[config.mk]
export PLATFORM = sky130hd
export DESIGN_NAME = cmdreg_access_port
export DESIGN_NICKNAME = d
export VERILOG_FILES = /design/src/rtl/cap_pkg.sv /design/src/rtl/cap_resp_slot.sv /design/src/rtl/cap_rd_sel.sv /design/src/rtl/cap_ptr_ctrl.sv /design/src/rtl/cmdreg_access_port.sv
export SDC_FILE = /design/constraint.sdc
export NUM_CORES = 1
export LEC_CHECK = 0
export BUFFER_PORTS_ARGS = -buffer_cell sky130_fd_sc_hd__clkbuf_2
export CORE_MARGIN = 10
export CORE_UTILIZATION = 46
export CTS_CLUSTER_SIZE = 12
export DETAILED_ROUTE_END_ITERATION = 8
export GPL_ROUTABILITY_DRIVEN = 0
export GPL_TIMING_DRIVEN = 0
export PLACE_DENSITY = 0.87
export REMOVE_ABC_BUFFERS = 1
export SYNTH_ARGS = -nofsm -noshare
export SYNTH_HDL_FRONTEND = slang
export SYNTH_HIERARCHICAL = 1
export SYNTH_SLANG_ARGS = --single-unit
[constraint.sdc]
create_clock -name clk -period 1.6 [get_ports clk]
set_input_delay 0.24 -clock clk [delete_from_list [all_inputs] [get_ports clk]]
set_output_delay 0.24 -clock clk [all_outputs]
set_load 0.02 [all_outputs]
[src/rtl/cap_pkg.sv]
package cap_pkg;
  typedef enum logic [1:0] {
    SEL_IE   = 2'b00,
    SEL_CTRL = 2'b01,
    SEL_STAT = 2'b10,
    SEL_BAD  = 2'b11
  } sel_e;

  // Saturating pointer step: never wraps past the status register.
  function automatic sel_e sel_step(input sel_e cur);
    case (cur)
      SEL_IE:   sel_step = SEL_CTRL;
      SEL_CTRL: sel_step = SEL_STAT;
      default:  sel_step = cur;
    endcase
  endfunction

  function automatic logic sel_writable(input sel_e cur);
    sel_writable = (cur == SEL_IE) || (cur == SEL_CTRL);
  endfunction
endpackage

[src/rtl/cap_resp_slot.sv]
// One-entry response holding slot with valid/ready on its output.
module cap_resp_slot #(
  parameter int unsigned W = 8
) (
  input  logic         clk,
  input  logic         rst_n,
  input  logic         in_load,
  output logic         in_ready,
  input  logic [W-1:0] in_data,
  output logic         out_valid,
  input  logic         out_ready,
  output logic [W-1:0] out_data
);
  logic         full_q;
  logic [W-1:0] data_q;

  assign in_ready  = !full_q || out_ready;
  assign out_valid = full_q;
  assign out_data  = data_q;

  always_ff @(posedge clk or negedge rst_n) begin
    if (!rst_n) begin
      full_q <= 1'b0;
      data_q <= '0;
    end else if (in_load) begin
      full_q <= 1'b1;
      data_q <= in_data;
    end else if (out_ready) begin
      full_q <= 1'b0;
    end
  end
endmodule

[src/rtl/cap_rd_sel.sv]
// Read-data selection from the live register values.
module cap_rd_sel #(
  parameter int unsigned DW = 8
) (
  input  cap_pkg::sel_e    sel,
  input  logic [DW-1:0]    ie_in,
  input  logic [DW-1:0]    ctrl_in,
  input  logic [DW-1:0]    stat_in,
  output logic [DW-1:0]    data
);
  import cap_pkg::*;
  always_comb begin
    case (sel)
      SEL_IE:   data = ie_in;
      SEL_CTRL: data = ctrl_in;
      SEL_STAT: data = stat_in;
      default:  data = '0;
    endcase
  end
endmodule

[src/rtl/cap_ptr_ctrl.sv]
// Pointer, auto-increment flag, write-byte count and acknowledge decision.
module cap_ptr_ctrl #(
  parameter int unsigned DW        = 8,
  parameter int unsigned AI_BIT    = 2,
  parameter int unsigned BURST_MAX = 2
) (
  input  logic           clk,
  input  logic           rst_n,
  input  logic           seg_start,
  input  logic           seg_stop,
  input  logic           wr_fire,
  input  logic [DW-1:0]  wr_data,
  input  logic           rd_fire,
  output cap_pkg::sel_e  ptr,
  output logic           ack_dec,
  output logic           ie_we,
  output logic           ctrl_we,
  output logic [DW-1:0]  wdata
);
  import cap_pkg::*;

  localparam int unsigned CW      = $clog2(BURST_MAX + 2);
  localparam logic [CW-1:0] CNT_TOP = CW'(BURST_MAX + 1);
  localparam logic [CW-1:0] CNT_LIM = CW'(BURST_MAX);

  sel_e          ptr_q;
  logic          ai_q;
  logic [CW-1:0] cnt_q;
  logic [CW-1:0] cnt_eff;
  logic          is_cmd;
  logic          over;
  logic          ie_we_q, ctrl_we_q;
  logic [DW-1:0] wdata_q;

  // A segment boundary in the same cycle takes effect first.
  assign cnt_eff = (seg_start || seg_stop) ? '0 : cnt_q;
  assign is_cmd  = (cnt_eff == '0);
  assign over    = ai_q && (cnt_eff > CNT_LIM);
  assign ack_dec = is_cmd || (!over && sel_writable(ptr_q));

  assign ptr     = ptr_q;
  assign ie_we   = ie_we_q;
  assign ctrl_we = ctrl_we_q;
  assign wdata   = wdata_q;

  always_ff @(posedge clk or negedge rst_n) begin
    if (!rst_n) begin
      ptr_q <= SEL_IE;
      ai_q  <= 1'b0;
      cnt_q <= '0;
    end else if (wr_fire) begin
      if (is_cmd) begin
        ptr_q <= sel_e'(wr_data[1:0]);
        ai_q  <= wr_data[AI_BIT];
        cnt_q <= CW'(1);
      end else begin
        cnt_q <= (cnt_eff < CNT_TOP) ? cnt_eff + CW'(1) : cnt_eff;
        if (ai_q) ptr_q <= sel_step(ptr_q);
      end
    end else begin
      cnt_q <= cnt_eff;
      if (rd_fire && ai_q) ptr_q <= sel_step(ptr_q);
    end
  end

  always_ff @(posedge clk or negedge rst_n) begin
    if (!rst_n) begin
      ie_we_q   <= 1'b0;
      ctrl_we_q <= 1'b0;
      wdata_q   <= '0;
    end else begin
      ie_we_q   <= wr_fire && !is_cmd && !over && (ptr_q == SEL_IE);
      ctrl_we_q <= wr_fire && !is_cmd && !over && (ptr_q == SEL_CTRL);
      if (wr_fire) wdata_q <= wr_data;
    end
  end
endmodule

[src/rtl/cmdreg_access_port.sv]
module cmdreg_access_port #(
  parameter int unsigned DW        = 8,
  parameter int unsigned AI_BIT    = 2,
  parameter int unsigned BURST_MAX = 2
) (
  input  logic          clk,
  input  logic          rst_n,
  input  logic          bus_start,
  input  logic          bus_stop,
  input  logic          wb_valid,
  output logic          wb_ready,
  input  logic [DW-1:0] wb_data,
  output logic          ack_valid,
  input  logic          ack_ready,
  output logic          ack_ok,
  input  logic          rd_req_valid,
  output logic          rd_req_ready,
  output logic          rd_valid,
  input  logic          rd_ready,
  output logic [DW-1:0] rd_data,
  input  logic [DW-1:0] ie_in,
  input  logic [DW-1:0] ctrl_in,
  input  logic [DW-1:0] stat_in,
  output logic          ie_we,
  output logic          ctrl_we,
  output logic [DW-1:0] reg_wdata
);
  import cap_pkg::*;

  logic          wr_fire, rd_fire;
  logic          ack_slot_rdy, rd_slot_rdy;
  logic          ack_dec;
  logic [DW-1:0] sel_data;
  sel_e          cur_ptr;

  assign wb_ready     = ack_slot_rdy;
  assign rd_req_ready = rd_slot_rdy && !wb_valid;
  assign wr_fire      = wb_valid && wb_ready;
  assign rd_fire      = rd_req_valid && rd_req_ready;

  cap_ptr_ctrl #(.DW(DW), .AI_BIT(AI_BIT), .BURST_MAX(BURST_MAX)) u_ptr (
    .clk(clk), .rst_n(rst_n),
    .seg_start(bus_start), .seg_stop(bus_stop),
    .wr_fire(wr_fire), .wr_data(wb_data), .rd_fire(rd_fire),
    .ptr(cur_ptr), .ack_dec(ack_dec),
    .ie_we(ie_we), .ctrl_we(ctrl_we), .wdata(reg_wdata)
  );

  cap_rd_sel #(.DW(DW)) u_sel (
    .sel(cur_ptr), .ie_in(ie_in), .ctrl_in(ctrl_in), .stat_in(stat_in),
    .data(sel_data)
  );

  cap_resp_slot #(.W(1)) u_ack_slot (
    .clk(clk), .rst_n(rst_n),
    .in_load(wr_fire), .in_ready(ack_slot_rdy), .in_data(ack_dec),
    .out_valid(ack_valid), .out_ready(ack_ready), .out_data(ack_ok)
  );

  cap_resp_slot #(.W(DW)) u_rd_slot (
    .clk(clk), .rst_n(rst_n),
    .in_load(rd_fire), .in_ready(rd_slot_rdy), .in_data(sel_data),
    .out_valid(rd_valid), .out_ready(rd_ready), .out_data(rd_data)
  );
endmodule

* Word level (Yosys, flattened, before mapping) *
Index checks and enable logic that the tools add are counted.

storage, ports and cells
  flip-flop bits (word level) = 26
  bits in latches = 0
  bits in writable memories = 0
  ROM bits = 0
  bits of input ports = 40
  output and inout port bits = 23
  word-level logic and storage cells = 57
  memories = 0

operators by class
  add/subtract/negate cells = 1
  multiply operators = 0
  divide/modulo/power cells = 0
  order comparisons = 2
  equality and inequality tests = 3
  shift operators = 0
  muxes and demuxes = 14
  bitwise gates (word level) = 0
  reduce and logical (&&, ||, !) cells = 27

operator list
  kind                 count
  $pmux 8 s3           1
  $mux 2               8
  $logic_and 1x1->1    10
  $reduce_bool 2->1    3
  $logic_not 1->1      5
  $logic_or 1x1->1     5
  $logic_not 2->1      2
  $mux 1               4
  $pmux 2 s2           1
  $reduce_and 2->1     2
  $ne 3x3->1 const B   1
  $add 2x1->2 const B  1
  $eq 2x1->1 const B   1
  $eq 2x2->1 const B   1
  $gt 2x2->1 const B   1
  $lt 2x2->1 const B   1

* Depth between registers and ports, before layout *
  depth after elaboration = 7
  depth in mapped cells = 6
  mapped depth without buffers = 6

* Hierarchy *
Netlist, hierarchy kept.

by module, submodules not included
  module                      times used  cells an instance  area an instance (sq um)  seq. area each (sq um)
  cap_ptr_ctrl                1           51                 691.9                     375.4
  cap_resp_slot (u_rd_slot)   1           20                 369.1                     225.2
  cap_rd_sel                  1           20                 197.7                     0.0
  cap_resp_slot (u_ack_slot)  1           5                  80.1                      50.0
  cmdreg_access_port          1           3                  26.3                      0.0

* Worst setup path after synthesis *
No wires, ideal clock.

  path type = reg2reg
  start = register u_ack_slot.full_q (netlist: u_ack_slot/out_valid)
  end = register u_ptr.wdata_q[0] (netlist: u_ptr/wdata[0])
  library setup time = 125 ps
  arrival = 1494 ps
  required time = 1475 ps
  slack = -19 ps
  cell stages (with the launch flop) = 5
  buffers on the path = 1
  clock period less this slack = 1619 ps
  cell sequence = dfrtp_1 > nand2b_1 > and2_2 > buf_4 > mux2_2

between the ends
  longest elaborated chain between the ends = 3

ends and longest elaborated chain
  what                    line                      RTL
  start, declared         cap_resp_slot.sv:14       logic full_q;
  start signal, assigned  cap_resp_slot.sv:23       full_q <= 1'b0;
  start signal, assigned  cap_resp_slot.sv:26       full_q <= 1'b1;
  start signal, assigned  cap_resp_slot.sv:29       full_q <= 1'b0;
  $logic_not 1->1         cap_resp_slot.sv:17       assign in_ready = !full_q || out_ready;
  $logic_or 1x1->1        cap_resp_slot.sv:17
  via wb_ready            cmdreg_access_port.sv:11  output logic wb_ready,
  $logic_and 1x1->1       cmdreg_access_port.sv:38  assign wr_fire = wb_valid && wb_ready;
  via wr_fire             cmdreg_access_port.sv:30  logic wr_fire, rd_fire;
  end signal, assigned    cap_ptr_ctrl.sv:74        if (wr_fire) wdata_q <= wr_data;
  end, declared           cap_ptr_ctrl.sv:33        logic [DW-1:0] wdata_q;

The timed path passes the listed nets, and every way through them passes these cells.
A chain may end at the register's enable or synchronous reset.

* Worst setup path in the final report *
  start = register u_rd_slot.full_q (netlist: u_rd_slot/out_valid)
  end = register u_ptr.ptr_q[1] (netlist: u_ptr/ptr[1])

between the ends
  longest elaborated chain between the ends = 7

ends and longest elaborated chain
  what                         line                      RTL
  start, declared              cap_resp_slot.sv:14
  start signal, assigned       cap_resp_slot.sv:23
  start signal, assigned       cap_resp_slot.sv:26
  start signal, assigned       cap_resp_slot.sv:29
  $logic_not 1->1              cap_resp_slot.sv:17
  $logic_or 1x1->1             cap_resp_slot.sv:17
  via rd_slot_rdy              cmdreg_access_port.sv:31  logic ack_slot_rdy, rd_slot_rdy;
  $logic_and 1x1->1            cmdreg_access_port.sv:37  assign rd_req_ready = rd_slot_rdy && !wb_valid;
  $logic_and 1x1->1            cmdreg_access_port.sv:39  assign rd_fire = rd_req_valid && rd_req_ready;
  via rd_fire                  cmdreg_access_port.sv:30
  $logic_and 1x1->1            cap_ptr_ctrl.sv:62        if (rd_fire && ai_q) ptr_q <= sel_step(ptr_q);
  $reduce_bool 2->1 (no line)  --
  $reduce_and 2->1 (no line)   --
  end signal, assigned         cap_ptr_ctrl.sv:53        ptr_q <= sel_e'(wr_data[1:0]);
  end signal, assigned         cap_ptr_ctrl.sv:58        if (ai_q) ptr_q <= sel_step(ptr_q);
  end signal, assigned         cap_ptr_ctrl.sv:62
  end, declared                cap_ptr_ctrl.sv:26        sel_e ptr_q;

The timed path passes the listed nets, and every way through them passes these cells.

==> flow_metrics.env <==
export IMPL_status="finished clean"
export IMPL_wl_per_cell_um=17.6
export IMPL_seq_area_frac_synth_pct=47.7
export IMPL_leakage_nw=0.899
export IMPL_netlist_instances=99
export IMPL_critPathArrivalTime_ns=1.69
export IMPL_dpl_hpwl_um=2770
export IMPL_holdWs_ns=0.155
export IMPL_design_area_um2=1730
export IMPL_crit_path_end_kind="flop"
export IMPL_ant_nets=0
export IMPL_startpoint_type="flop"
export IMPL_drt_iter0_markers=11
export IMPL_synth_top_family_by_area="multiplexers"
export IMPL_crit_required_ns=1.81
export IMPL_rsz0062_at_grt="no"
export IMPL_ys_seq_elements=26
export IMPL_finalSetupViolCount=0
export IMPL_grt_pass1_wl_um=5440
export IMPL_antennaDiodeCount=0
export IMPL_max_freq_mhz=677
export IMPL_fin_util_pct=61.6
export IMPL_cap_violations=0
export IMPL_port_buffers=62
export IMPL_syn_to_final_growth_pct=26.7
export IMPL_tightestPinTransition_ns=0.636
export IMPL_synthAdderAreaFrac_pct=2.75
export IMPL_clock_latency_ns=0.31
export IMPL_core_um2=2810
export IMPL_routed_wirelength_um=3410
export IMPL_die_width_um=74.5
export IMPL_netlist_area_um2=1370
export IMPL_post_route_min_period_ns=1.48
export IMPL_dr_pass1_iters=2
export IMPL_critPathMaxFanout=10
export IMPL_initial_core_util_pct=48.7
export IMPL_cellPowerDensity_nw_per_um2=1340
export IMPL_grt_max_degree=27
export IMPL_place_area_um2=1660
export IMPL_cts_made_buffers=3
export IMPL_hold_path_class="in -> reg"
export IMPL_grt_pass1_vias=1143
export IMPL_critical_path_class="reg -> reg"
export IMPL_fin_skew_ns=0.00963
export IMPL_path_clk_slew_ns=0.14
export IMPL_antenna_found_initial=0
export IMPL_die_h_um=74.5
export IMPL_route_detailed_drc=0
export IMPL_ys_warnings_count=6
export IMPL_overflow=0
export IMPL_vias=1034
export IMPL_synthSimpleGateAreaFrac_pct=9.07
export IMPL_syn_area_per_cell_um2=13.8
export IMPL_synth_compound_area_share_pct=9.81
export IMPL_synth_distinct_cells=27
export IMPL_synth_area_mux_share_pct=26.3
export IMPL_final_hold_viol_count=0
export IMPL_cts_tree="yes"
export IMPL_cts_sinks=26
export IMPL_fin_nets=207
export IMPL_final_setup_tns_ns=0
export IMPL_via_per_inst=5.33
export IMPL_cts_root_buffer="clkbuf_4"
export IMPL_io_pins=63
export IMPL_drive_gt1_share_pct=60.1
export IMPL_rows=19
export IMPL_finalCritPeriodShare_pct=92.3
export IMPL_h_tree_depth=1
export IMPL_grt_total_usage_pct=12.3
export IMPL_peakVddDrop_mv=0.687
export IMPL_slew_violations=0
export IMPL_slew_headroom_pct=57.6
export IMPL_cts_buffer_depth=2
export IMPL_dieArea_um2=5550
export IMPL_synth_xor_area_share_pct=0
## worst max-delay path, stage by stage (launching register included)
cell	delay [ns]
dfrtp_1	0.40
nand2b_1	0.11
and3b_4	0.34
o21ai_2	0.11
mux2i_1	0.14
mux2_2	0.28
## cell usage in the layout (no fill, tap or decap), drive strengths merged
cell	netlist	final
a22o	1	1
buf	5	2
clkbuf	0	66
mux2i	10	10
and4	2	2
a31oi	1	1
mux2	20	20
o2bb2ai	9	9
inv	2	2
nor3	2	2
nand2b	4	4
nand2	1	1
o21ai	1	1
o31ai	1	1
dlygate4sd3	0	1
and2b	1	1
a21oi	2	2
dfrtp	26	26
and3b	1	1
and2	1	1
ha	3	3
nand3	1	1
nor2	3	3
nor2b	2	2
## cells in the mapped netlist
| library cell | n | area (um^2) |
|---|---|---|
| dfrtp_1 | 26 | 651 |
| mux2_2 | 11 | 124 |
| mux2i_1 | 10 | 100 |
| mux2_4 | 9 | 135 |
| o2bb2ai_1 | 9 | 78.8 |
| buf_6 | 4 | 45.0 |
| ha_1 | 3 | 37.5 |
| nand2b_1 | 3 | 18.8 |
| a21oi_1 | 2 | 10.0 |
| and4_1 | 2 | 17.5 |
| inv_1 | 2 | 7.51 |
| nor2_1 | 2 | 7.51 |
| nor3_1 | 2 | 10.0 |
| a22o_1 | 1 | 8.76 |
| a31oi_1 | 1 | 6.26 |
| and2_2 | 1 | 7.51 |
| and2b_2 | 1 | 8.76 |
| and3b_2 | 1 | 10.0 |
| buf_4 | 1 | 7.51 |
| nand2_1 | 1 | 3.75 |
| nand2b_2 | 1 | 8.76 |
| nand3_1 | 1 | 5.00 |
| nor2_2 | 1 | 6.26 |
| nor2b_1 | 1 | 6.26 |
| nor2b_4 | 1 | 13.8 |
| o21ai_2 | 1 | 8.76 |
| o31ai_4 | 1 | 21.3 |
## worst paths after layout
check	startpoint	endpoint	slack, ns	cells after the start
min in group asynchronous	rst_n	u_ptr/cnt_q[1]	0.46	2
setup / recovery	u_rd_slot/out_valid	u_ptr/ptr[1]	0.12	5
hold reg to reg	u_ptr/wdata[0]	u_ptr/wdata[0]	0.53	1
setup reg to reg	u_rd_slot/out_valid	u_ptr/ptr[1]	0.12	5
hold / removal	bus_start	u_ptr/cnt_q[1]	0.16	2
max in group asynchronous	rst_n	u_ptr/ptr[1]	0.70	2
## what timing repair did
action	in CTS	in global routing
hold endpoints to repair	26	0
gates resized for setup	3	1
pin swaps	0	0
setup buffers	2	0
endpoints found under the setup margin	3	1
hold buffers	1	0
## area by class of cell
| type | instances | area (um^2) |
|---|---|---|
| fill | 238 | 1080 |
| multi-input combinational | 66 | 658 |
| sequential | 26 | 653 |
| timing repair buffer | 65 | 335 |
| tap | 31 | 38.8 |
| clock buffer | 4 | 36.3 |
| inverter | 2 | 7.51 |
## routing by layer
layer	vias up	part of all wire (%)	global-route usage (%)	wire, um
met5	-	0	0	0
met4	0	0.29	2.94	10
met3	2	14	6.12	472
met2	48	46	20.5	1570
met1	492	40	13.7	1350
li1	492	-	-	-
## where the power goes
part	total (mW)	switching (mW)	internal, mW
logic	1.07	0.564	0.501
clock network	0.322	0.183	0.139
registers	0.931	0.103	0.828
total	2.32	0.851	1.47
## sequential cells by signal, summed over array words and instances, names as in the netlist, 2 cells and up
signal              flops
u_ptr/cnt_q             2
u_ptr/ptr               2
u_rd_slot/out_data      8
u_ptr/wdata             8
## per-stage QoR
stage,setup slack (ns),power [mW],std cells
after floorplan,-0.0884,1.63,94
after global placement,-0.196,1.92,187
after detailed placement,-0.291,1.97,187
after CTS,0.0468,2.34,194
after global routing,0.0685,2.48,194
final,0.123,2.32,194
## kinds of logic (layout without fill, tap and decap cells)
kind of cell    Yosys count  count (layout)
fa+ha+maj                 3               3
compound gates           15              15
mux                      30              30
buf+inv                   7              71
flops                    26              26
simple gates             18              18
Power figures use the tool's default switching activity.
